[config.mk]
export PLATFORM = sky130hd
export DESIGN_NAME = clos_alloc
export DESIGN_NICKNAME = d
export VERILOG_FILES = /design/src/rtl/clos_alloc_pkg.sv /design/src/rtl/clos_alloc_ctrl.sv /design/src/rtl/clos_alloc_dp.sv /design/src/rtl/clos_alloc.sv
export SDC_FILE = /design/constraint.sdc
export NUM_CORES = 1
export LEC_CHECK = 0
export ABC_AREA = 1
export BUFFER_PORTS_ARGS = -buffer_cell sky130_fd_sc_hd__buf_2
export CORE_MARGIN = 2
export CORE_UTILIZATION = 35
export CTS_CLUSTER_DIAMETER = 50
export DETAILED_ROUTE_END_ITERATION = 12
export GPL_ROUTABILITY_DRIVEN = 1
export PLACE_DENSITY_LB_ADDON = 0.05
export SLEW_MARGIN = 20
export SYNTH_ARGS = -nofsm -noshare
export SYNTH_HDL_FRONTEND = slang
export SYNTH_SLANG_ARGS = --single-unit
[constraint.sdc]
create_clock -name clk -period 3 [get_ports clk]
set_input_delay 0.6 -clock clk [delete_from_list [all_inputs] [get_ports clk]]
set_output_delay 0.6 -clock clk [all_outputs]
set_load 0.01 [all_outputs]
[src/rtl/clos_alloc_pkg.sv]
package clos_alloc_pkg;
  typedef enum logic [1:0] {ST_IDLE, ST_SCAN, ST_DONE} allocState_t;

  typedef struct packed {
    logic load;
    logic commit;
    logic failMark;
  } allocStrobe_t;
endpackage

[src/rtl/clos_alloc_ctrl.sv]
module clos_alloc_ctrl
  import clos_alloc_pkg::*;
#(
  parameter int NPORT = 6,
  parameter int M_MID = 3,
  parameter int IW = $clog2(NPORT + 1),
  parameter int MW = (M_MID > 1) ? $clog2(M_MID) : 1
) (
  input  logic          clk,
  input  logic          rst_n,
  input  logic          start,
  input  logic          curValid,
  input  logic          qualify,
  output allocStrobe_t  stb,
  output logic [IW-1:0] reqIdx,
  output logic [MW-1:0] mid,
  output logic          busy,
  output logic          done
);
  allocState_t state;
  logic atEnd, lastMid;

  assign atEnd   = (reqIdx == IW'(NPORT));
  assign lastMid = (mid == MW'(M_MID - 1));

  always_comb begin
    stb          = '0;
    stb.load     = start && (state != ST_SCAN);
    stb.commit   = (state == ST_SCAN) && !atEnd && curValid && qualify;
    stb.failMark = (state == ST_SCAN) && !atEnd && curValid && !qualify && lastMid;
  end

  always_ff @(posedge clk) begin
    if (!rst_n) begin
      state  <= ST_IDLE;
      reqIdx <= '0;
      mid    <= '0;
    end else begin
      case (state)
        ST_SCAN: begin
          if (atEnd) begin
            state <= ST_DONE;
          end else if (!curValid || qualify || lastMid) begin
            reqIdx <= reqIdx + IW'(1);
            mid    <= '0;
          end else begin
            mid <= mid + MW'(1);
          end
        end
        default: begin
          if (start) begin
            state  <= ST_SCAN;
            reqIdx <= '0;
            mid    <= '0;
          end
        end
      endcase
    end
  end

  assign busy = (state == ST_SCAN);
  assign done = (state == ST_DONE);

  // busy and done never overlap
  a_r8_busy_done_excl: assert property (@(posedge clk) disable iff (!rst_n)
    !(busy && done));

  // the probe index stays within the middle stage
  a_r4_mid_bound: assert property (@(posedge clk) disable iff (!rst_n)
    mid < MW'(M_MID));

  // a round, once finished, holds done until a new start
  a_r8_done_hold: assert property (@(posedge clk) disable iff (!rst_n)
    (done && !start) |=> done);
endmodule

[src/rtl/clos_alloc_dp.sv]
module clos_alloc_dp
  import clos_alloc_pkg::*;
#(
  parameter int N_PER = 2,
  parameter int R_SW = 3,
  parameter int M_MID = 3,
  parameter int NPORT = N_PER * R_SW,
  parameter int IW = $clog2(NPORT + 1),
  parameter int PW = (NPORT > 1) ? $clog2(NPORT) : 1,
  parameter int MW = (M_MID > 1) ? $clog2(M_MID) : 1,
  parameter int SW = (R_SW > 1) ? $clog2(R_SW) : 1,
  parameter int CW = $clog2(R_SW + 1)
) (
  input  logic                  clk,
  input  logic                  rst_n,
  input  allocStrobe_t          stb,
  input  logic [IW-1:0]         reqIdx,
  input  logic [MW-1:0]         mid,
  input  logic [NPORT-1:0]      reqValid,
  input  logic [NPORT*PW-1:0]   reqDest,
  output logic                  curValid,
  output logic                  qualify,
  output logic                  failFlag,
  output logic [NPORT-1:0]      routeOk,
  output logic [NPORT*MW-1:0]   routeMid,
  output logic [M_MID*CW-1:0]   midCount
);
  logic [NPORT-1:0] validQ;
  logic [PW-1:0]    destQ    [NPORT];
  logic [M_MID-1:0] inLink   [R_SW];
  logic [R_SW-1:0]  midLink  [M_MID];
  logic [NPORT-1:0] outPort;
  logic [CW-1:0]    cnt      [M_MID];
  logic [MW-1:0]    midSel   [NPORT];

  logic [PW-1:0] curPort, curDest;
  logic [SW-1:0] curSw, dstSw;
  logic          inRange;

  assign inRange  = reqIdx < IW'(NPORT);
  assign curPort  = inRange ? PW'(reqIdx) : '0;
  assign curDest  = destQ[curPort];
  assign curSw    = SW'(curPort / PW'(N_PER));
  assign dstSw    = SW'(curDest / PW'(N_PER));
  assign curValid = inRange && validQ[curPort];
  assign qualify  = curValid && !inLink[curSw][mid] && !midLink[mid][dstSw]
                    && !outPort[curDest];

  always_ff @(posedge clk) begin
    if (!rst_n || stb.load) begin
      failFlag <= 1'b0;
      outPort  <= '0;
      routeOk  <= '0;
      validQ   <= rst_n ? reqValid : '0;
      for (int s = 0; s < R_SW; s++) inLink[s] <= '0;
      for (int k = 0; k < M_MID; k++) begin
        midLink[k] <= '0;
        cnt[k]     <= '0;
      end
      for (int p = 0; p < NPORT; p++) begin
        destQ[p]  <= rst_n ? reqDest[p*PW +: PW] : '0;
        midSel[p] <= '0;
      end
    end else begin
      if (stb.commit) begin
        inLink[curSw][mid]   <= 1'b1;
        midLink[mid][dstSw]  <= 1'b1;
        outPort[curDest]     <= 1'b1;
        cnt[mid]             <= cnt[mid] + CW'(1);
        midSel[curPort]      <= mid;
        routeOk[curPort]     <= 1'b1;
      end
      if (stb.failMark) failFlag <= 1'b1;
    end
  end

  genvar g;
  generate
    for (g = 0; g < NPORT; g++) begin : g_route
      assign routeMid[g*MW +: MW] = midSel[g];
    end
    for (g = 0; g < M_MID; g++) begin : g_count
      assign midCount[g*CW +: CW] = cnt[g];
    end
  endgenerate

  // checker views of the occupancy state
  logic [R_SW*M_MID-1:0] inFlat;
  logic [M_MID*R_SW-1:0] midFlat;
  int countSum;
  always_comb begin
    countSum = 0;
    for (int s = 0; s < R_SW; s++) inFlat[s*M_MID +: M_MID] = inLink[s];
    for (int k = 0; k < M_MID; k++) begin
      midFlat[k*R_SW +: R_SW] = midLink[k];
      countSum += int'(cnt[k]);
    end
  end

  // engaged links are never released within a round
  a_r5_links_sticky: assert property (@(posedge clk) disable iff (!rst_n)
    !stb.load |=> (($past(inFlat) & ~inFlat) == '0));

  // counters agree with engaged input-side links
  a_r10_count_in: assert property (@(posedge clk) disable iff (!rst_n)
    $countones(inFlat) == countSum);

  // each connection engages exactly one distinct middle-to-output link
  a_r5_mid_links: assert property (@(posedge clk) disable iff (!rst_n)
    $countones(midFlat) == countSum);

  // each connection engages exactly one distinct output port
  a_r5_out_ports: assert property (@(posedge clk) disable iff (!rst_n)
    $countones(outPort) == countSum);

  // failure flag holds until the next round
  a_r6_fail_sticky: assert property (@(posedge clk) disable iff (!rst_n)
    (failFlag && !stb.load) |=> failFlag);
endmodule

[src/rtl/clos_alloc.sv]
module clos_alloc
  import clos_alloc_pkg::*;
#(
  parameter int N_PER = 2,
  parameter int R_SW = 3,
  parameter int M_MID = 3,
  localparam int NPORT = N_PER * R_SW,
  localparam int PW = (NPORT > 1) ? $clog2(NPORT) : 1,
  localparam int MW = (M_MID > 1) ? $clog2(M_MID) : 1,
  localparam int CW = $clog2(R_SW + 1)
) (
  input  logic                clk,
  input  logic                rst_n,
  input  logic                start,
  input  logic [NPORT-1:0]    reqValid,
  input  logic [NPORT*PW-1:0] reqDest,
  output logic                busy,
  output logic                done,
  output logic                failFlag,
  output logic [NPORT-1:0]    routeOk,
  output logic [NPORT*MW-1:0] routeMid,
  output logic [M_MID*CW-1:0] midCount
);
  localparam int IW = $clog2(NPORT + 1);

  allocStrobe_t  stb;
  logic [IW-1:0] reqIdx;
  logic [MW-1:0] mid;
  logic          curValid, qualify;

  clos_alloc_ctrl #(.NPORT(NPORT), .M_MID(M_MID), .IW(IW), .MW(MW)) u_ctrl (
    .clk(clk), .rst_n(rst_n), .start(start), .curValid(curValid),
    .qualify(qualify), .stb(stb), .reqIdx(reqIdx), .mid(mid),
    .busy(busy), .done(done)
  );

  clos_alloc_dp #(.N_PER(N_PER), .R_SW(R_SW), .M_MID(M_MID)) u_dp (
    .clk(clk), .rst_n(rst_n), .stb(stb), .reqIdx(reqIdx), .mid(mid),
    .reqValid(reqValid), .reqDest(reqDest), .curValid(curValid),
    .qualify(qualify), .failFlag(failFlag), .routeOk(routeOk),
    .routeMid(routeMid), .midCount(midCount)
  );
endmodule

## Word level (Yosys, flattened, before mapping)

Memories as Yosys holds them, arrays and structs flattened. A register that Yosys moved wholly into a read port is not among the register bits.
Cells that the tools add are included.

| storage, ports and cells | value |
|---|---|
| RAM bits | 54 |
| memories kept | 5 |
| bits in registers | 26 |
| output and inout bits | 27 |
| input bits | 27 |

| operators by class | value |
|---|---|
| eq/ne operators | 8 |
| bitwise gates (word level) | 2 |
| mux-type cells | 57 |
| reductions and logical operators | 32 |
| add/subtract/negate cells | 3 |
| magnitude comparators | 9 |

Memories:

| memory | words | width | read ports | clocked after memory_dff | wr ports | line | RTL |
|---|---|---|---|---|---|---|---|
| u_dp.destQ | 6 | 3 | 1 | 0 | 6 | clos_alloc_dp.sv:29 | `logic [PW-1:0] destQ [NPORT];` |
| u_dp.midSel | 6 | 2 | 6 | 0 | 6 | clos_alloc_dp.sv:34 | `logic [MW-1:0] midSel [NPORT];` |
| u_dp.inLink | 3 | 3 | 1 | 0 | 3 | clos_alloc_dp.sv:30 | `logic [M_MID-1:0] inLink [R_SW];` |
| u_dp.midLink | 3 | 3 | 1 | 1 | 3 | clos_alloc_dp.sv:31 | `logic [R_SW-1:0] midLink [M_MID];` |
| u_dp.cnt | 3 | 2 | 4 | 1 | 3 | clos_alloc_dp.sv:33 | `logic [CW-1:0] cnt [M_MID];` |

Operators with widths:

| cell | number |
|---|---|
| 2-to-1 mux 3 bit | 18 |
| 2-to-1 mux 2 bit | 16 |
| 2-to-1 mux 1 bit | 15 |
| logical AND 1 bit | 14 |
| bitwise OR 6 bit | 2 |
| < comparator 3 x 4 -> 1 bit, second input constant | 2 |
| zero test 1 bit | 7 |
| binary-select mux 1 bit (select 3 bit) | 2 |
| demux 1 bit (select 3 bit) | 2 |
| greater-or-equal comparator 3 x 1 -> 1 bit, second input constant | 2 |
| < comparator 2 x 3 -> 1 bit, second input constant | 2 |
| != test 2 x 1 -> 1 bit, second input constant | 3 |
| OR reduction 3 bit | 2 |
| adder 2 x 1 -> 2 bit, second input constant | 2 |
| binary-select mux 1 bit (select 2 bit) | 2 |
| demux 1 bit (select 2 bit) | 2 |
| equality test 2 bit, second input constant | 2 |
| greater-or-equal comparator 2 x 1 -> 1 bit, second input constant | 2 |
| AND reduction 2 bit | 2 |
| OR reduction 2 bit | 2 |
| adder 3 x 1 -> 3 bit, second input constant | 1 |
| equality test 3 bit, second input constant | 1 |
| logical OR 1 bit | 3 |
| < comparator 3 bit, second input constant | 1 |
| other kinds (4) | 4 |

## Longest topological paths before layout

An unclocked memory read counts as a cell.

| logic depth | value |
|---|---|
| depth in word-level cells | 16 |
| depth in mapped cells | 18 |

## By module

A second synthesis with hierarchy kept.

| second synthesis, totals | value |
|---|---|
| cells, all modules | 484 |
| area, all modules | 4140.2 um2 |

By module, submodules not included:

| module | cells each | area each (um2) | seq. area each (um2) | instances |
|---|---|---|---|---|
| clos_alloc_dp | 423 | 3703.6 | 2062.0 | 1 |
| clos_alloc_ctrl | 61 | 436.7 | 140.1 | 1 |

## Worst setup path after synthesis

OpenSTA, ideal clock, no wires.

| timing path | value |
|---|---|
| path kind | input to register |
| from | in start |
| to | mem u_dp.midSel[4][0] (netlist name), enable pin |
| data arrival time | 2321 ps |
| path buffers | 1 |
| stages | 8 |
| data required time | 2741 ps |
| setup slack | 419 ps |
| cells stage by stage | nand2_1 nand2_1 clkinv_1 nand3_2 inv_2 buf_6 nand3b_1 nand2_1 |

RTL lines:

| what | line | RTL |
|---|---|---|
| from (decl) | clos_alloc.sv:14 | `input logic start,` |
| to (decl) | clos_alloc_dp.sv:34 |  |

==> impl_metrics.py <==
metrics = {
    "run_status": {
        "status": "completed",
    },
    "floorplan": {
        "rows": 39,
        "io_pins": 54,
        "die_height_um": 112,
        "start_util": 0.359,
        "die_area_um2": 12600,
        "die_w_um": 112,
        "coreArea_um2": 11500,
    },
    "worst_setup_path": {
        "crit_path_frequent_cell": "nand2_1",
        "endpoint_kind": "register",
        "path_buf_inv": 2,
        "crit_type": "reg2reg",
        "r2r_setup_slack_ns": 0.23,
        "cp-start-kind": "register",
        "cpMaxStageDelayCell": "dfxtp_2",
        "worstPathMaxFanout": 17,
        "arrival_ns": 2.83,
        "required_ns": 3.06,
        "crit_family": "simple AND/OR/NAND/NOR gates",
        "crit_chain": "ha_2, inv_4, nand2_4, nand2_1, nand3_1, nand2_1, a21oi_1, nand3_1, nor2_1, nand3_2, nor2_4, nand3_2, inv_4, nand2_1, nand2_1",
        "critPathMaxStageDelay_ns": 0.40,
    },
    "drt": {
        "antenna_left": 0,
        "vias_per_cell": 4.69,
        "drt_pass1_iterations": 4,
        "wl_um": 9890,
        "via_count": 3284,
        "dr.first_iter.drc_count": 204,
        "wire_per_inst_um": 14.1,
        "drc": 0,
    },
    "timing": {
        "max_slew.worst_pin.slew_ns": 0.405,
        "hold_viol_final": 0,
        "fmax_ghz": 0.361,
        "setup_viol": 0,
        "slew_violations": 0,
        "post-route-period-util": 0.925,
        "tns_ns": 0,
        "max_slew_margin": 0.728,
        "period_needed_ns": 2.77,
        "finalClockSkew_ns": 0.00586,
        "setup_slack_ns": 0.226,
        "rsz0062_at_grt": "no",
    },
    "hold_path": {
        "hold_class": "reg2reg",
    },
    "clock_tree": {
        "htree_levels": 3,
        "clock_latency_ns": 0.34,
        "cts_inserted_buffers": 9,
        "clockRootBuffer": "clkbuf_16",
        "clk_pin_slew_worst_paths_ns": 0.06,
        "clock_sinks": 90,
        "cts_tree": "done",
        "post_cts_buffers": 0,
        "cts_buffer_depth": 2,
    },
    "yosys": {
        "ys_ff_latch": 90,
        "synth_warnings": 0,
        "synth.net_count": 527,
        "yosys.cell_count.top_type": "nand2_1",
        "synthTopCellsByArea": "edfxtp_1, dfxtp_1, nand2_1",
        "synth.distinct_cells": 33,
        "yosysTopAreaCellShare": 0.321,
        "synthFlopType": "dfxtp_1",
        "syn_inst": 489,
        "async_flop_share": 0,
        "yosysTopAreaCell": "edfxtp_1",
        "ys_top_cells_by_count": "nand2_1, inv_1, dfxtp_1",
        "seq_area_frac_synth": 0.545,
        "syn_area_per_cell_um2": 8.41,
        "synth_edf_count": 44,
        "synthesis.area_um2": 4110,
    },
    "placement": {
        "hpwl_um": 7390,
        "gp_congestion": 0.820,
        "io_buffers": 53,
        "place_ws_ns": 0.0748,
    },
    "global_route": {
        "grt_pass1_wl_um": 16500,
        "grt_max_degree": 36,
        "grt-ovfl-total": 0,
        "grt_pass1_vias": 3279,
        "antenna_found_initial": 0,
        "gr-usage-all-layers": 0.168,
    },
    "pwr": {
        "ir_worst_vdd_mv": 0.304,
        "power_density_nw_per_um2": 595,
        "p_leak_nw": 2.23,
    },
    "finish": {
        "nNetsFinal": 590,
        "antenna_cells": 0,
        "syn2layout_area_growth_pct": 19.7,
        "drive_above_1_share": 0.192,
    },
    "run": {
        "maxCapViolations": 0,
    },
}
placed cells by master (no fill, tap or decap), types with 10 or more instances in the layout:
master,count
edfxtp_1,44
a21oi_1,12
ha_1,10
inv_1,61
buf_2,53
buf_4,15
o21ai_1,20
nand2_1,126
o21ai_0,22
dfxtp_1,44
nand3_1,40
nor2_1,43
per-stage QoR:
| step | std cells | utilization | hold slack, ns | power, mW | cell area (µm²) |
|---|---|---|---|---|---|
| floorplan | 489 | - | 0.405 | 1.67 | 4110 |
| global placement | 684 | 0.400 | 0.340 | 1.80 | 4590 |
| detailed placement | 684 | 0.400 | 0.340 | 1.81 | 4590 |
| CTS | 700 | 0.426 | 0.354 | 2.95 | 4890 |
| global route | 700 | 0.429 | 0.364 | 3.07 | 4920 |
| finish | 700 | 0.429 | 0.357 | 2.93 | 4920 |
repair_timing:
action / 4_1_cts / 5_1_grt
gates resized for setup: 0 / 12
setup endpoints to repair: 0 / 49
hold buffers: 0 / 0
metal layers:
layer  vias to the layer above  wire, µm  GRT usage
li1                       1702         -          -
met1                      1493      4860      0.222
met2                        71      4430      0.267
met3                        18       357     0.0324
met4                         0       238     0.0740
met5                         -         0          0
area by class of cell:
type                            count  area (µm²)
Tap cell                          143         179
Multi-Input combinational cell    316        1570
Clock inverter                      2        35.0
Clock buffer                       14         264
Sequential cell                    90        2240
Fill cell                        1162        6540
Inverter                           67         256
Timing Repair Buffer               68         378
sequential cells by signal, summed over array words and instances, names as in the netlist, named ones only:
name	cells
u_dp.routeOk	6
u_dp.failFlag	1
u_dp.outPort	6
u_ctrl.reqIdx	3
u_ctrl.state	2
u_dp.validQ	6
u_ctrl.mid	2
u_dp.inLink	12
u_dp.midLink	12
u_dp.cnt	8
u_dp.destQ	18
u_dp.midSel	12
worst paths after layout:
kind,endpoint,from,cells after the start
worst max-delay path,u_dp.cnt[0][0],u_ctrl.reqIdx[2],15
worst min-delay path,u_dp.inLink[3][0],u_dp.inLink[3][0],0
worst max register to register,u_dp.cnt[0][0],u_ctrl.reqIdx[2],15
worst min register to register,u_dp.inLink[3][0],u_dp.inLink[3][0],0
report_power, final:
part	switching, mW	total, mW	internal [mW]
clock network	0.452	1.14	0.691
logic	0.271	0.407	0.136
registers	0.0288	1.38	1.35
total	0.752	2.93	2.18
cell families (layout without fill, tap and decap cells):
group / after synthesis / after routing / synth area share
DFF: 90 / 90 / 0.545
AOI/OAI and AO/OA: 63 / 63 / 0.0821
adders and majority gates: 11 / 11 / 0.0335
and+or+nand+nor: 239 / 239 / 0.252
xor gates and xnor gates: 3 / 3 / 0.00639
buffers and inverters: 83 / 151 / 0.0809
(Power assumes the default switching activity.)
